`src/rtl/epg_pkg.sv`:
```
package epg_pkg;
    localparam int CNT_W  = 12;
    localparam int N_OUT  = 4;
    localparam int PH_W   = 4;
    localparam int CFG_W  = CNT_W + 3;
    localparam int CTL_W  = 2 * N_OUT;

    typedef struct packed {
        logic             active;
        logic [CNT_W-1:0] rem;
        logic [PH_W-1:0]  phase;
    } eng_t;

    typedef struct packed {
        logic [CFG_W-1:0] cfg;
        logic [CTL_W-1:0] ctl;
    } regs_t;
endpackage

```
`src/rtl/epg_regs.sv`:
```
module epg_regs
    import epg_pkg::*;
(
    input  logic             clk,
    input  logic             rst_n,
    input  logic             cfg_we,
    input  logic [CFG_W-1:0] cfg_wdata,
    input  logic             ctl_we,
    input  logic [CTL_W-1:0] ctl_wdata,
    output logic [CFG_W-1:0] cfg_q,
    output logic [CTL_W-1:0] ctl_q
);
    regs_t r_d, r_q;

    always_comb begin
        r_d = r_q;
        if (cfg_we) r_d.cfg = cfg_wdata;
        if (ctl_we) r_d.ctl = ctl_wdata;
    end

    always_ff @(posedge clk or negedge rst_n) begin
        if (!rst_n) r_q <= '0;
        else        r_q <= r_d;
    end

    assign cfg_q = r_q.cfg;
    assign ctl_q = r_q.ctl;
endmodule

```
`src/rtl/epg_engine.sv`:
```
module epg_engine
    import epg_pkg::*;
(
    input  logic             clk,
    input  logic             rst_n,
    input  logic             start,
    input  logic             adc_en,
    input  logic [CNT_W-1:0] count,
    input  logic             fast,
    input  logic             phase_free,
    input  logic             pulse_free,
    input  logic             any_en,
    output logic             busy,
    output logic [PH_W-1:0]  phase,
    output logic             pulse_hi
);
    localparam int SLOW_LEN = 2 ** PH_W;
    localparam int FAST_LEN = SLOW_LEN / 2;
    localparam logic [PH_W-1:0] SLOW_LAST = PH_W'(SLOW_LEN - 1);
    localparam logic [PH_W-1:0] FAST_LAST = PH_W'(FAST_LEN - 1);
    localparam logic [PH_W-1:0] SLOW_HALF = PH_W'(SLOW_LEN / 2);
    localparam logic [PH_W-1:0] FAST_HALF = PH_W'(FAST_LEN / 2);
    localparam logic [CNT_W-1:0] ONE = CNT_W'(1);

    eng_t e_d, e_q;
    logic            last;
    logic [PH_W-1:0] ph_next;
    logic            launch;

    always_comb begin
        last    = e_q.phase >= (fast ? FAST_LAST : SLOW_LAST);
        ph_next = last ? '0 : e_q.phase + 1'b1;
        launch  = start && (pulse_free ? any_en : (count != '0));
        e_d     = e_q;
        if (!e_q.active) begin
            if (launch) begin
                e_d.active = 1'b1;
                e_d.rem    = count;
                e_d.phase  = '0;
            end else if (phase_free && adc_en) begin
                e_d.phase = ph_next;
            end else begin
                e_d.phase = '0;
            end
        end else if (pulse_free && !any_en) begin
            e_d.active = 1'b0;
            e_d.phase  = '0;
        end else if (last) begin
            e_d.phase = '0;
            if (!pulse_free) begin
                if (e_q.rem <= ONE) e_d.active = 1'b0;
                else                e_d.rem    = e_q.rem - ONE;
            end
        end else begin
            e_d.phase = ph_next;
        end
    end

    always_ff @(posedge clk or negedge rst_n) begin
        if (!rst_n) e_q <= '0;
        else        e_q <= e_d;
    end

    assign busy     = e_q.active;
    assign phase    = e_q.phase;
    assign pulse_hi = e_q.active && (e_q.phase < (fast ? FAST_HALF : SLOW_HALF));
endmodule

```
`src/rtl/epg_outs.sv`:
```
module epg_outs
    import epg_pkg::*;
(
    input  logic             pulse_hi,
    input  logic [N_OUT-1:0] en,
    input  logic [N_OUT-1:0] inv,
    output logic [N_OUT-1:0] exc
);
    for (genvar i = 0; i < N_OUT; i++) begin : g_ch
        assign exc[i] = (en[i] & pulse_hi) ^ inv[i];
    end
endmodule

```
`src/rtl/excite_pulse_gen.sv`:
```
module excite_pulse_gen
    import epg_pkg::*;
(
    input  logic             clk,
    input  logic             rst_n,
    input  logic             adc_en,
    input  logic             cfg_we,
    input  logic [CFG_W-1:0] cfg_wdata,
    input  logic             ctl_we,
    input  logic [CTL_W-1:0] ctl_wdata,
    input  logic             start,
    output logic [CFG_W-1:0] cfg_rdata,
    output logic [CTL_W:0]   ctl_rdata,
    output logic             busy,
    output logic [PH_W-1:0]  phase,
    output logic [N_OUT-1:0] exc_out
);
    logic [CFG_W-1:0] cfg_q;
    logic [CTL_W-1:0] ctl_q;
    logic [CNT_W-1:0] cfg_count;
    logic             cfg_fast, cfg_phase_free, cfg_pulse_free;
    logic [N_OUT-1:0] out_en, out_inv;
    logic             pulse_hi;

    assign cfg_count      = cfg_q[CNT_W-1:0];
    assign cfg_fast       = cfg_q[CNT_W];
    assign cfg_phase_free = cfg_q[CNT_W+1];
    assign cfg_pulse_free = cfg_q[CNT_W+2];
    assign out_inv        = ctl_q[N_OUT-1:0];
    assign out_en         = ctl_q[CTL_W-1:N_OUT];

    epg_regs regs_i (
        .clk(clk), .rst_n(rst_n),
        .cfg_we(cfg_we), .cfg_wdata(cfg_wdata),
        .ctl_we(ctl_we), .ctl_wdata(ctl_wdata),
        .cfg_q(cfg_q), .ctl_q(ctl_q)
    );

    epg_engine eng_i (
        .clk(clk), .rst_n(rst_n), .start(start), .adc_en(adc_en),
        .count(cfg_count), .fast(cfg_fast),
        .phase_free(cfg_phase_free), .pulse_free(cfg_pulse_free),
        .any_en(|out_en),
        .busy(busy), .phase(phase), .pulse_hi(pulse_hi)
    );

    epg_outs outs_i (
        .pulse_hi(pulse_hi), .en(out_en), .inv(out_inv), .exc(exc_out)
    );

    assign cfg_rdata = cfg_q;
    assign ctl_rdata = {busy, ctl_q};
endmodule

```
`config.mk`:
```
export PLATFORM = sky130hd
export DESIGN_NAME = excite_pulse_gen
export DESIGN_NICKNAME = d
export VERILOG_FILES = /design/src/rtl/epg_pkg.sv /design/src/rtl/epg_regs.sv /design/src/rtl/epg_engine.sv /design/src/rtl/epg_outs.sv /design/src/rtl/excite_pulse_gen.sv
export SDC_FILE = /design/constraint.sdc
export NUM_CORES = 1
export LEC_CHECK = 0
export BUFFER_PORTS_ARGS = -buffer_cell sky130_fd_sc_hd__buf_2
export CAP_MARGIN = 0
export CORE_ASPECT_RATIO = 1.5
export CORE_MARGIN = 5
export CORE_UTILIZATION = 46
export DETAILED_ROUTE_END_ITERATION = 12
export GPL_ROUTABILITY_DRIVEN = 0
export HOLD_SLACK_MARGIN = 0.08
export MAX_ROUTING_LAYER = met4
export PLACE_DENSITY = 0.84
export SETUP_SLACK_MARGIN = 0.05
export SLEW_MARGIN = 5
export SYNTH_ARGS = -nofsm -noshare
export SYNTH_HDL_FRONTEND = slang
export SYNTH_SLANG_ARGS = --single-unit
```
`constraint.sdc`:
```
create_clock -name clk -period 2 [get_ports clk]
set_clock_uncertainty 0.15 [all_clocks]
set_input_delay 0.4 -clock clk [delete_from_list [all_inputs] [get_ports clk]]
set_output_delay 0.4 -clock clk [all_outputs]
set_load 0.01 [all_outputs]
```
==> flow_metrics.py, run 1 <==
metrics = {
    "clock_tree": {
        "clkTransAtPathRegs_ns": 0.08,
        "cts.path.max_buffers": 2,
        "htreeDepth": 2,
        "cts-root-buf": "clkbuf_8",
        "clock_sinks": 40,
        "clkLatencyLatePin_ns": 0.29,
        "numCtsBuffers": 5,
        "cts_tree": "yes",
    },
    "floorplanning": {
        "num_io_pins": 62,
        "initial_core_util_pct": 47.6,
        "core_area_sq_um": 4280,
        "die_h_microns": 91.5,
        "die_x_microns": 64.4,
        "die-area_sq_um": 5890,
        "num_rows": 29,
    },
    "worst_setup_path": {
        "reg2reg_from": "regs_i.cfg_q[12]$_DFFE_PN0P_",
        "ff2ff_setup_slack_ns": -0.06,
        "ff2ff_path_depth": 7,
        "timing.rr.end": "eng_i.e_q[10]$_DFFE_PN0P_",
        "critPathArrivalTime_ns": 1.64,
        "startpoint_type": "flip-flop",
        "crit_path_start": "eng_i.phase[3]$_DFF_PN0_",
        "worstPathRequired_ns": 1.45,
        "endpoint": "exc_out[3]",
        "crit_fanout": 4,
        "critPathKind": "reg2out",
        "end_kind": "output port",
    },
    "synthesis": {
        "synth_seq_cells": 40,
        "synth_common_cells": "dfrtp_1 (40), nand2_1 (22), mux2_2 (20)",
        "synth.top_cells.by_area": "dfrtp_1 (49%), mux2_2 (11%), nand2_1 (4.1%), buf_4 (3.3%), xnor2_1 (2.6%)",
        "netlist_area_sq_um": 2040,
        "async_reset_ff_share_pct": 100,
        "synth_edf_count": 0,
        "syn_nets": 221,
        "synth_top_area_cell": "dfrtp_1",
        "synth_most_common_cell": "dfrtp_1",
        "netlist_instances": 188,
        "syn_avg_cell_area_sq_um": 10.8,
        "seq_area_frac_synth_pct": 49.1,
        "synth_flop_cell": "dfrtp_1",
        "ys_types": 45,
        "synth_top_area_share_pct": 49.1,
        "synth_warnings": 0,
    },
    "global_route": {
        "grt.met2_usage_pct": 35.3,
        "top_usage_layer": "met2",
        "gr-usage-met3_pct": 3.58,
        "grt_first_pass_wirelength_microns": 8850,
        "antenna_found_initial": 0,
        "grt-ovfl-total": 0,
        "grt_use_total_pct": 19.8,
        "use_met1_pct": 20.6,
        "grt_pass1_vias": 1903,
        "grt_max_degree": 23,
    },
    "sta": {
        "setup_violations": 8,
        "fin_hold_ws_ns": 0.185,
        "slew_headroom_pct": 67.3,
        "rsz0062_at_grt": "yes",
        "timing.final.max_slew_violations": 0,
        "finalHoldViolCount": 0,
        "tightest_slew_ns": 0.490,
        "period_minus_slack_ns": 2.19,
        "fin_crit_sh_pct": 110,
        "timing.final.ws_setup_ns": -0.192,
        "max_freq_ghz": 0.456,
    },
    "route": {
        "vias": 1860,
        "drt_iter0_markers": 49,
        "ant_nets": 0,
        "vias_per_cell": 5.78,
        "avgRoutedWirePerCell_microns": 17.7,
        "first_pass_iters": 4,
        "wirelength_microns": 5680,
        "drc": 0,
    },
    "finish": {
        "syn_to_final_growth_pct": 35.0,
        "stdcell_area_sq_um": 2750,
        "drive_above_1_share_pct": 51.1,
        "nNetsFinal": 308,
        "antenna_cells": 0,
        "post-route-util_pct": 64.3,
    },
    "place": {
        "hpwl_microns": 4180,
        "portBuffers": 61,
        "dpl_cell_area_sq_um": 2520,
    },
    "pwr": {
        "power_mw": 3.26,
        "power_leakage_nw": 1.31,
        "worst_ir_drop_vdd_uv": 790,
        "power_density_nw_per_um2": 1190,
    },
    "min_path": {
        "hold_path_class": "in2reg",
        "min_from": "cfg_wdata[7]",
    },
    "flow_run": {
        "max-cap-violations": 0,
    },
    "status": {
        "violations": "setup timing",
        "outcome": "complete, but fails checks",
    },
}
cell type report:
class | count | area [sq um]
multi-input cells | 129 | 1030
fillers | 305 | 1530
well taps | 46 | 57.6
flip-flops and latches | 40 | 1000
inverters | 6 | 22.5
repair buffers | 93 | 548
clock buffers | 8 | 90.1
where the power goes:
group	internal, mW	total, mW	switching (mW)
Clock	0.281	0.543	0.262
Sequential	1.01	1.24	0.227
Combinational	0.743	1.48	0.734
flip-flops by register name, indices dropped and copies added, names as in the netlist:
name,flops
eng_i.e_q,12
regs_i.ctl_q,8
regs_i.cfg_q,15
eng_i.busy,1
eng_i.phase,4
cell usage in the layout (no fill, tap or decap), types with 4 or more instances in the layout:
cell      Yosys  routed
nor2_1       10       8
nand3_1      10      10
mux2_2       20      20
clkbuf_8      0       6
buf_4         9      31
buf_2         0      61
nand2_1      22      19
nor3_1        8       7
xnor2_1       6       4
inv_1         6       6
dfrtp_1      40      40
what timing repair did:
action	4_1_cts	5_1_grt
hold endpoints to repair	20	0
resized for setup	8	11
hold buffers	1	0
buffers inserted	1	4
setup endpoints to repair	11	18
pin swaps	3	11
worst max-delay path: stages, from the launching register on:
cell and delay, ns:
dfrtp_1 0.41, ha_4 0.25, o21ai_2 0.05, and3b_2 0.26
nand2_2 0.08, xnor2_2 0.15, buf_2 0.16
layer usage:
layer	wire [microns]	share of wire (%)
met2	3180	56
met1	2020	36
met4	184	3.2
met5	0	0
met3	302	5.3
logic make-up (layout without fill, tap and decap cells):
logic type                 Yosys count  in the layout  synth area share (%)
and+or+nand+nor                     71             71                  18.3
DFF                                 40             40                  49.1
AOI/OAI and AO/OA                   28             28                  11.0
muxes                               20             20                  11.0
buffers and inverters               19            107                  5.52
xor gates and xnor gates             6              6                  2.58
adders and majority gates            4              4                  2.46
how the worst min path moves through the flow:
stage / end / slack (ns) / cells after the start
after floorplan: eng_i.busy$_DFF_PN0_ / -0.05 / 0
after global placement: regs_i.cfg_q[9]$_DFFE_PN0P_ / 0.23 / 1
after detailed placement: regs_i.cfg_q[9]$_DFFE_PN0P_ / 0.23 / 1
after CTS: regs_i.cfg_q[4]$_DFFE_PN0P_ / 0.16 / 3
after global routing: regs_i.cfg_q[7]$_DFFE_PN0P_ / 0.18 / 2
final: regs_i.cfg_q[7]$_DFFE_PN0P_ / 0.18 / 2
per-stage QoR:
| step | cells | setup WS [ns] | TNS [ns] |
|---|---|---|---|
| detailed placement | 308 | -0.0224 | -0.0224 |
| CTS | 318 | -0.200 | -0.802 |
| finish | 322 | -0.192 | -0.806 |
| floorplan | 188 | 0.0117 | 0 |
| global route | 322 | -0.256 | -1.59 |
| global placement | 308 | 0.0308 | 0 |
No activity file was read; power rests on OpenSTA's default activity.
==> inputs of run 2 (changes only) <==
--- a/config.mk
+++ b/config.mk
@@ -7,14 +7,16 @@
 export LEC_CHECK = 0
 export BUFFER_PORTS_ARGS = -buffer_cell sky130_fd_sc_hd__buf_2
 export CAP_MARGIN = 0
+export CELL_PAD_IN_SITES_DETAIL_PLACEMENT = 0
+export CELL_PAD_IN_SITES_GLOBAL_PLACEMENT = 1
 export CORE_ASPECT_RATIO = 1.5
 export CORE_MARGIN = 5
-export CORE_UTILIZATION = 46
+export CORE_UTILIZATION = 35
 export DETAILED_ROUTE_END_ITERATION = 12
 export GPL_ROUTABILITY_DRIVEN = 0
 export HOLD_SLACK_MARGIN = 0.08
 export MAX_ROUTING_LAYER = met4
-export PLACE_DENSITY = 0.84
+export PLACE_DENSITY = 0.83
 export SETUP_SLACK_MARGIN = 0.05
 export SLEW_MARGIN = 5
 export SYNTH_ARGS = -nofsm -noshare
==> flow_metrics.py, run 2 (synthesized netlist as in run 1, its figures left out) <==
metrics = {
    "finish": {
        "nFillCells": 557,
        "layout_common_cells": "buf_2 (61), dfrtp_1 (40), buf_4 (36)",
        "nNetsFinal": 314,
        "final_common_cell": "buf_2",
        "largest_register_ff_count": 15,
        "syn_to_final_growth_pct": 39.8,
        "antenna_cells": 0,
        "multi_input_area_sq_um": 1050,
        "post-route-util_pct": 49.6,
        "drive_above_1_share_pct": 54.6,
        "seqCellArea_sq_um": 1000,
    },
    "sta": {
        "setup_tns_ns": -0.799,
        "timing.final.ws_setup_ns": -0.174,
        "timing.final.max_slew_violations": 0,
        "slew_headroom_pct": 65.2,
        "max_freq_ghz": 0.460,
        "setup_violations": 9,
        "tightest_slew_ns": 0.522,
        "finalHoldViolCount": 0,
        "rsz0062_at_grt": "yes",
        "period_minus_slack_ns": 2.17,
        "fin_crit_sh_pct": 109,
        "fin_hold_ws_ns": 0.175,
    },
    "place": {
        "hpwl_microns": 4300,
        "portBuffers": 61,
    },
    "pwr": {
        "clkPwrFrac_pct": 17.3,
        "swShare_pct": 38.0,
        "power_switching_mw": 1.25,
        "power_leakage_nw": 1.35,
        "pwr-share-seq_pct": 37.2,
        "p_int_mw": 2.04,
        "power_density_nw_per_um2": 1150,
        "worst_ir_drop_vdd_uv": 705,
        "p_comb_share_pct": 45.5,
    },
    "status": {
        "outcome": "complete, but fails checks",
        "violations": "setup timing",
    },
    "route": {
        "ant_nets": 0,
        "avgRoutedWirePerCell_microns": 16.0,
        "vias_per_cell": 5.18,
        "first_pass_iters": 4,
        "wirelength_microns": 5680,
        "vias": 1834,
        "drt_iter0_markers": 77,
        "drc": 0,
    },
    "floorplanning": {
        "die_x_microns": 72.3,
        "initial_core_util_pct": 35.5,
        "die_h_microns": 103,
        "die-area_sq_um": 7480,
        "core_area_sq_um": 5740,
        "num_io_pins": 62,
        "num_rows": 34,
    },
    "global_route": {
        "gr-usage-met3_pct": 2.22,
        "grt-ovfl-total": 0,
        "antenna_found_initial": 0,
        "grt_pass1_vias": 1999,
        "grt_max_degree": 41,
        "grt.met2_usage_pct": 28.8,
        "grt_use_total_pct": 16.5,
        "grt_first_pass_wirelength_microns": 9390,
        "top_usage_layer": "met2",
        "use_met1_pct": 18.6,
    },
    "worst_setup_path": {
        "worstPathRequired_ns": 1.45,
        "end_kind": "output port",
        "crit_fanout": 4,
        "critPathArrivalTime_ns": 1.62,
        "startpoint_type": "flip-flop",
        "critPathKind": "reg2out",
    },
    "clock_tree": {
        "numCtsBuffers": 5,
        "clkTransAtPathRegs_ns": 0.08,
        "cts.path.max_buffers": 2,
        "clkLatencyLatePin_ns": 0.29,
        "htreeDepth": 2,
        "cts-root-buf": "clkbuf_8",
        "cts_tree": "yes",
        "clock_sinks": 40,
    },
    "flow_run": {
        "max-cap-violations": 0,
    },
    "min_path": {
        "hold_path_class": "in2reg",
    },
}
-- run 2: cell count changes in the layout (fill, tap and decap cells not counted), sizes merged --
cell    before  now
buf         92   98
clkbuf       8    6
clkinv       0    2
-- run 2: repair_timing --
| item | in CTS | in global routing |
|---|---|---|
| endpoints found under the hold margin | 40 | 0 |
| buffers inserted | 1 | 5 |
| cloned | 0 | 0 |
| endpoints found under the setup margin | 12 | 20 |
| hold buffers | 1 | 0 |
| pin swaps | 7 | 6 |
| resized for setup | 13 | 12 |
-- run 2: area by class of cell --
class	instances	share of cell area, %
Clock inverter	2	0.351
Timing Repair Buffer	99	20.9
Tap cell	72	3.16
Clock buffer	6	2.90
Inverter	6	0.791
Multi-Input combinational cell	129	36.7
Sequential cell	40	35.1
-- run 2: power by group through the flow --
stage                     registers, mW  clock network (mW)  logic [mW]
after floorplan                    1.23                   0       0.801
after global placement             1.21                   0        1.32
after detailed placement           1.22                   0        1.33
after CTS                          1.22               0.579        1.42
after global routing               1.26               0.615        1.65
final                              1.22               0.567        1.50
-- run 2: worst paths after layout --
kind | startpoint | endpoint | slack [ns] | cells past startpoint
setup reg to reg | regs_i.cfg_q[12]$_DFFE_PN0P_ | eng_i.e_q[10]$_DFFE_PN0P_ | -0.06 | 7
setup / recovery | regs_i.cfg_q[12]$_DFFE_PN0P_ | exc_out[3] | -0.17 | 6
hold / removal | cfg_wdata[12] | regs_i.cfg_q[12]$_DFFE_PN0P_ | 0.17 | 3
min in group asynchronous | rst_n | regs_i.cfg_q[1]$_DFFE_PN0P_ | 0.54 | 3
hold reg to reg | regs_i.ctl_q[6]$_DFFE_PN0P_ | regs_i.ctl_q[6]$_DFFE_PN0P_ | 0.38 | 1
max in group asynchronous | rst_n | regs_i.cfg_q[13]$_DFFE_PN0P_ | 0.79 | 3
-- run 2: worst max-delay path, stage by stage, from the launching register on --
cell,delay (ns)
dfrtp_1,0.42
ha_4,0.25
o21ai_1,0.06
and3b_2,0.26
nand2_2,0.08
xnor2_2,0.13
buf_2,0.14
-- run 2: through the flow --
| stage | setup slack, ns | power [mW] | instance area, sq um | cells |
|---|---|---|---|---|
| global route | -0.300 | 3.52 | 2850 | 354 |
| detailed placement | -0.0270 | 2.55 | 2590 | 339 |
| CTS | -0.203 | 3.21 | 2750 | 349 |
| global placement | 0.00404 | 2.53 | 2590 | 339 |
| floorplan | 0.0117 | 2.03 | 2060 | 188 |
| finish | -0.174 | 3.29 | 2850 | 354 |
-- run 2: per-layer routing --
layer  vias up  share of wire, %  wire length, microns
met2        70                53                  3040
met1       877                39                  2190
met3        18               4.0                   227
li1        869                 -                     -
met5         -                 0                     0
met4         0               3.9                   222
==> inputs of run 3 (changes only) <==
--- a/config.mk
+++ b/config.mk
@@ -16,7 +16,7 @@
 export GPL_ROUTABILITY_DRIVEN = 0
 export HOLD_SLACK_MARGIN = 0.08
 export MAX_ROUTING_LAYER = met4
-export PLACE_DENSITY = 0.83
+export PLACE_DENSITY_LB_ADDON = 0.1
 export SETUP_SLACK_MARGIN = 0.05
 export SLEW_MARGIN = 5
 export SYNTH_ARGS = -nofsm -noshare
==> flow_metrics.py, run 3 (synthesized netlist as in run 1, its figures left out) <==
metrics = {
    "status": {
        "outcome": "complete, but fails checks",
        "violations": "setup timing",
    },
    "finish": {
        "layout_common_cells": "buf_2 (61), buf_4 (45), dfrtp_1 (40)",
        "largest_register_ff_count": 15,
        "drive_above_1_share_pct": 56.5,
        "nFillCells": 578,
        "nNetsFinal": 326,
        "syn_to_final_growth_pct": 46.5,
        "seqCellArea_sq_um": 1000,
        "multi_input_area_sq_um": 1080,
        "antenna_cells": 0,
        "post-route-util_pct": 52.0,
        "finalNonFillerCells": 366,
        "stdcell_area_sq_um": 2990,
        "final_common_cell": "buf_2",
    },
    "clock_tree": {
        "cts.path.max_buffers": 2,
        "cts_tree": "yes",
        "numCtsBuffers": 5,
        "htreeDepth": 2,
        "clock_sinks": 40,
        "clkLatencyLatePin_ns": 0.29,
        "cts-root-buf": "clkbuf_8",
        "clkTransAtPathRegs_ns": 0.08,
    },
    "floorplanning": {
        "core_area_sq_um": 5740,
        "die_x_microns": 72.3,
        "die-area_sq_um": 7480,
        "initial_core_util_pct": 35.5,
        "num_rows": 34,
        "die_h_microns": 103,
        "num_io_pins": 62,
    },
    "worst_setup_path": {
        "slowest_stage": "dfrtp_1",
        "crit_buf_inv": 1,
        "crit_fanout": 4,
        "ff2ff_setup_slack_ns": -0.13,
        "critPathArrivalTime_ns": 1.63,
        "critPathKind": "reg2out",
        "worstPathRequired_ns": 1.45,
        "critPathTopFamily": "flip-flops",
        "cp_cell_sequence": "ha_4 > o21ai_2 > and3b_2 > nand2_2 > xnor2_2 > buf_2",
        "startpoint_type": "flip-flop",
        "end_kind": "output port",
        "max_stage_delay_ns": 0.41,
    },
    "route": {
        "vias": 1852,
        "first_pass_iters": 4,
        "wirelength_microns": 5890,
        "ant_nets": 0,
        "drc": 0,
        "drt_iter0_markers": 39,
        "vias_per_cell": 5.06,
        "avgRoutedWirePerCell_microns": 16.1,
    },
    "sta": {
        "slew_headroom_pct": 60.7,
        "rsz0062_at_grt": "yes",
        "fin_crit_sh_pct": 109,
        "max_freq_ghz": 0.459,
        "tightest_slew_ns": 0.588,
        "timing.final.max_slew_violations": 0,
        "fin_hold_ws_ns": 0.159,
        "timing.final.ws_setup_ns": -0.178,
        "period_minus_slack_ns": 2.18,
        "finalHoldViolCount": 0,
        "setup_violations": 10,
    },
    "pwr": {
        "pwr-share-seq_pct": 35.2,
        "power_leakage_nw": 1.41,
        "clkPwrFrac_pct": 16.4,
        "worst_ir_drop_vdd_uv": 676,
        "p_int_mw": 2.18,
        "swShare_pct": 36.9,
        "power_density_nw_per_um2": 1160,
        "p_comb_share_pct": 48.5,
        "power_switching_mw": 1.27,
    },
    "global_route": {
        "grt_pass1_vias": 1961,
        "grt_use_total_pct": 17.4,
        "grt_max_degree": 23,
        "antenna_found_initial": 0,
        "grt-ovfl-total": 0,
        "grt_first_pass_wirelength_microns": 9580,
    },
    "flow_run": {
        "max-cap-violations": 0,
    },
    "place": {
        "portBuffers": 61,
        "dpl_cell_area_sq_um": 2720,
        "placedCellCount": 354,
        "pre_cts_slack_ns": -0.0512,
        "hpwl_microns": 4650,
    },
    "min_path": {
        "hold_path_class": "in2reg",
    },
}
==> run 3: changes by cell type in the layout (fill, tap and decap cells not counted), sizes merged <==
cell    previous run  this run
buf               98       110
clkbuf             6         8
clkinv             2         0
==> run 3: layer usage <==
metal,up-vias,wire length (microns),GRT usage [%]
met5,-,0,-
met4,0,195,8.39
met3,13,274,2.51
met2,58,3070,30.2
met1,889,2360,19.5
li1,892,-,-
==> run 3: path summary, 6_finish.rpt <==
check                                              from                           end  cells past startpoint
max                        regs_i.cfg_q[12]$_DFFE_PN0P_                    exc_out[3]                      6
min                                        cfg_wdata[3]   regs_i.cfg_q[3]$_DFFE_PN0P_                      3
max reg2reg                regs_i.cfg_q[12]$_DFFE_PN0P_     eng_i.e_q[10]$_DFFE_PN0P_                      8
min reg2reg                   eng_i.e_q[11]$_DFFE_PN0P_     eng_i.e_q[11]$_DFFE_PN0P_                      2
max in group asynchronous                         rst_n   regs_i.ctl_q[4]$_DFFE_PN0P_                      3
min in group asynchronous                         rst_n  regs_i.cfg_q[10]$_DFFE_PN0P_                      2
==> run 3: through the flow <==
step                setup TNS (ns)  total power [mW]
floorplan                        0              2.03
global placement           -0.0279              2.70
detailed placement          -0.122              2.72
CTS                          -1.14              3.37
global route                 -2.25              3.72
finish                       -1.16              3.46
==> run 3: final cells by class <==
| class | count | share of cell area (%) |
|---|---|---|
| Clock buffer | 8 | 3.02 |
| Sequential cell | 40 | 33.5 |
| Inverter | 6 | 0.754 |
| Multi-Input combinational cell | 129 | 36.0 |
| Timing Repair Buffer | 111 | 23.7 |
| Tap cell | 72 | 3.02 |
==> run 3: worst min-delay path: cells and delay by family <==
kind,cells,cell delay (ns)
buffers and inverters,1,0.07
and+or+nand+nor,1,0.04
AOI/OAI and AO/OA,1,0.06
==> run 3: power groups by stage <==
stage	combinational [mW]	clock, mW	sequential (mW)
6_report	1.68	0.567	1.22
5_1_grt	1.85	0.613	1.25
4_1_cts	1.57	0.591	1.21
3_5_place_dp	1.50	0	1.21
3_3_place_gp	1.49	0	1.21
2_1_floorplan	0.801	0	1.23
==> run 3: what timing repair did <==
item | in CTS | in global routing
hold buffers | 1 | 0
gates resized for setup | 7 | 22
setup buffers | 1 | 2
endpoints found under the hold margin | 18 | 0
pin swaps | 4 | 10
endpoints found under the setup margin | 15 | 20
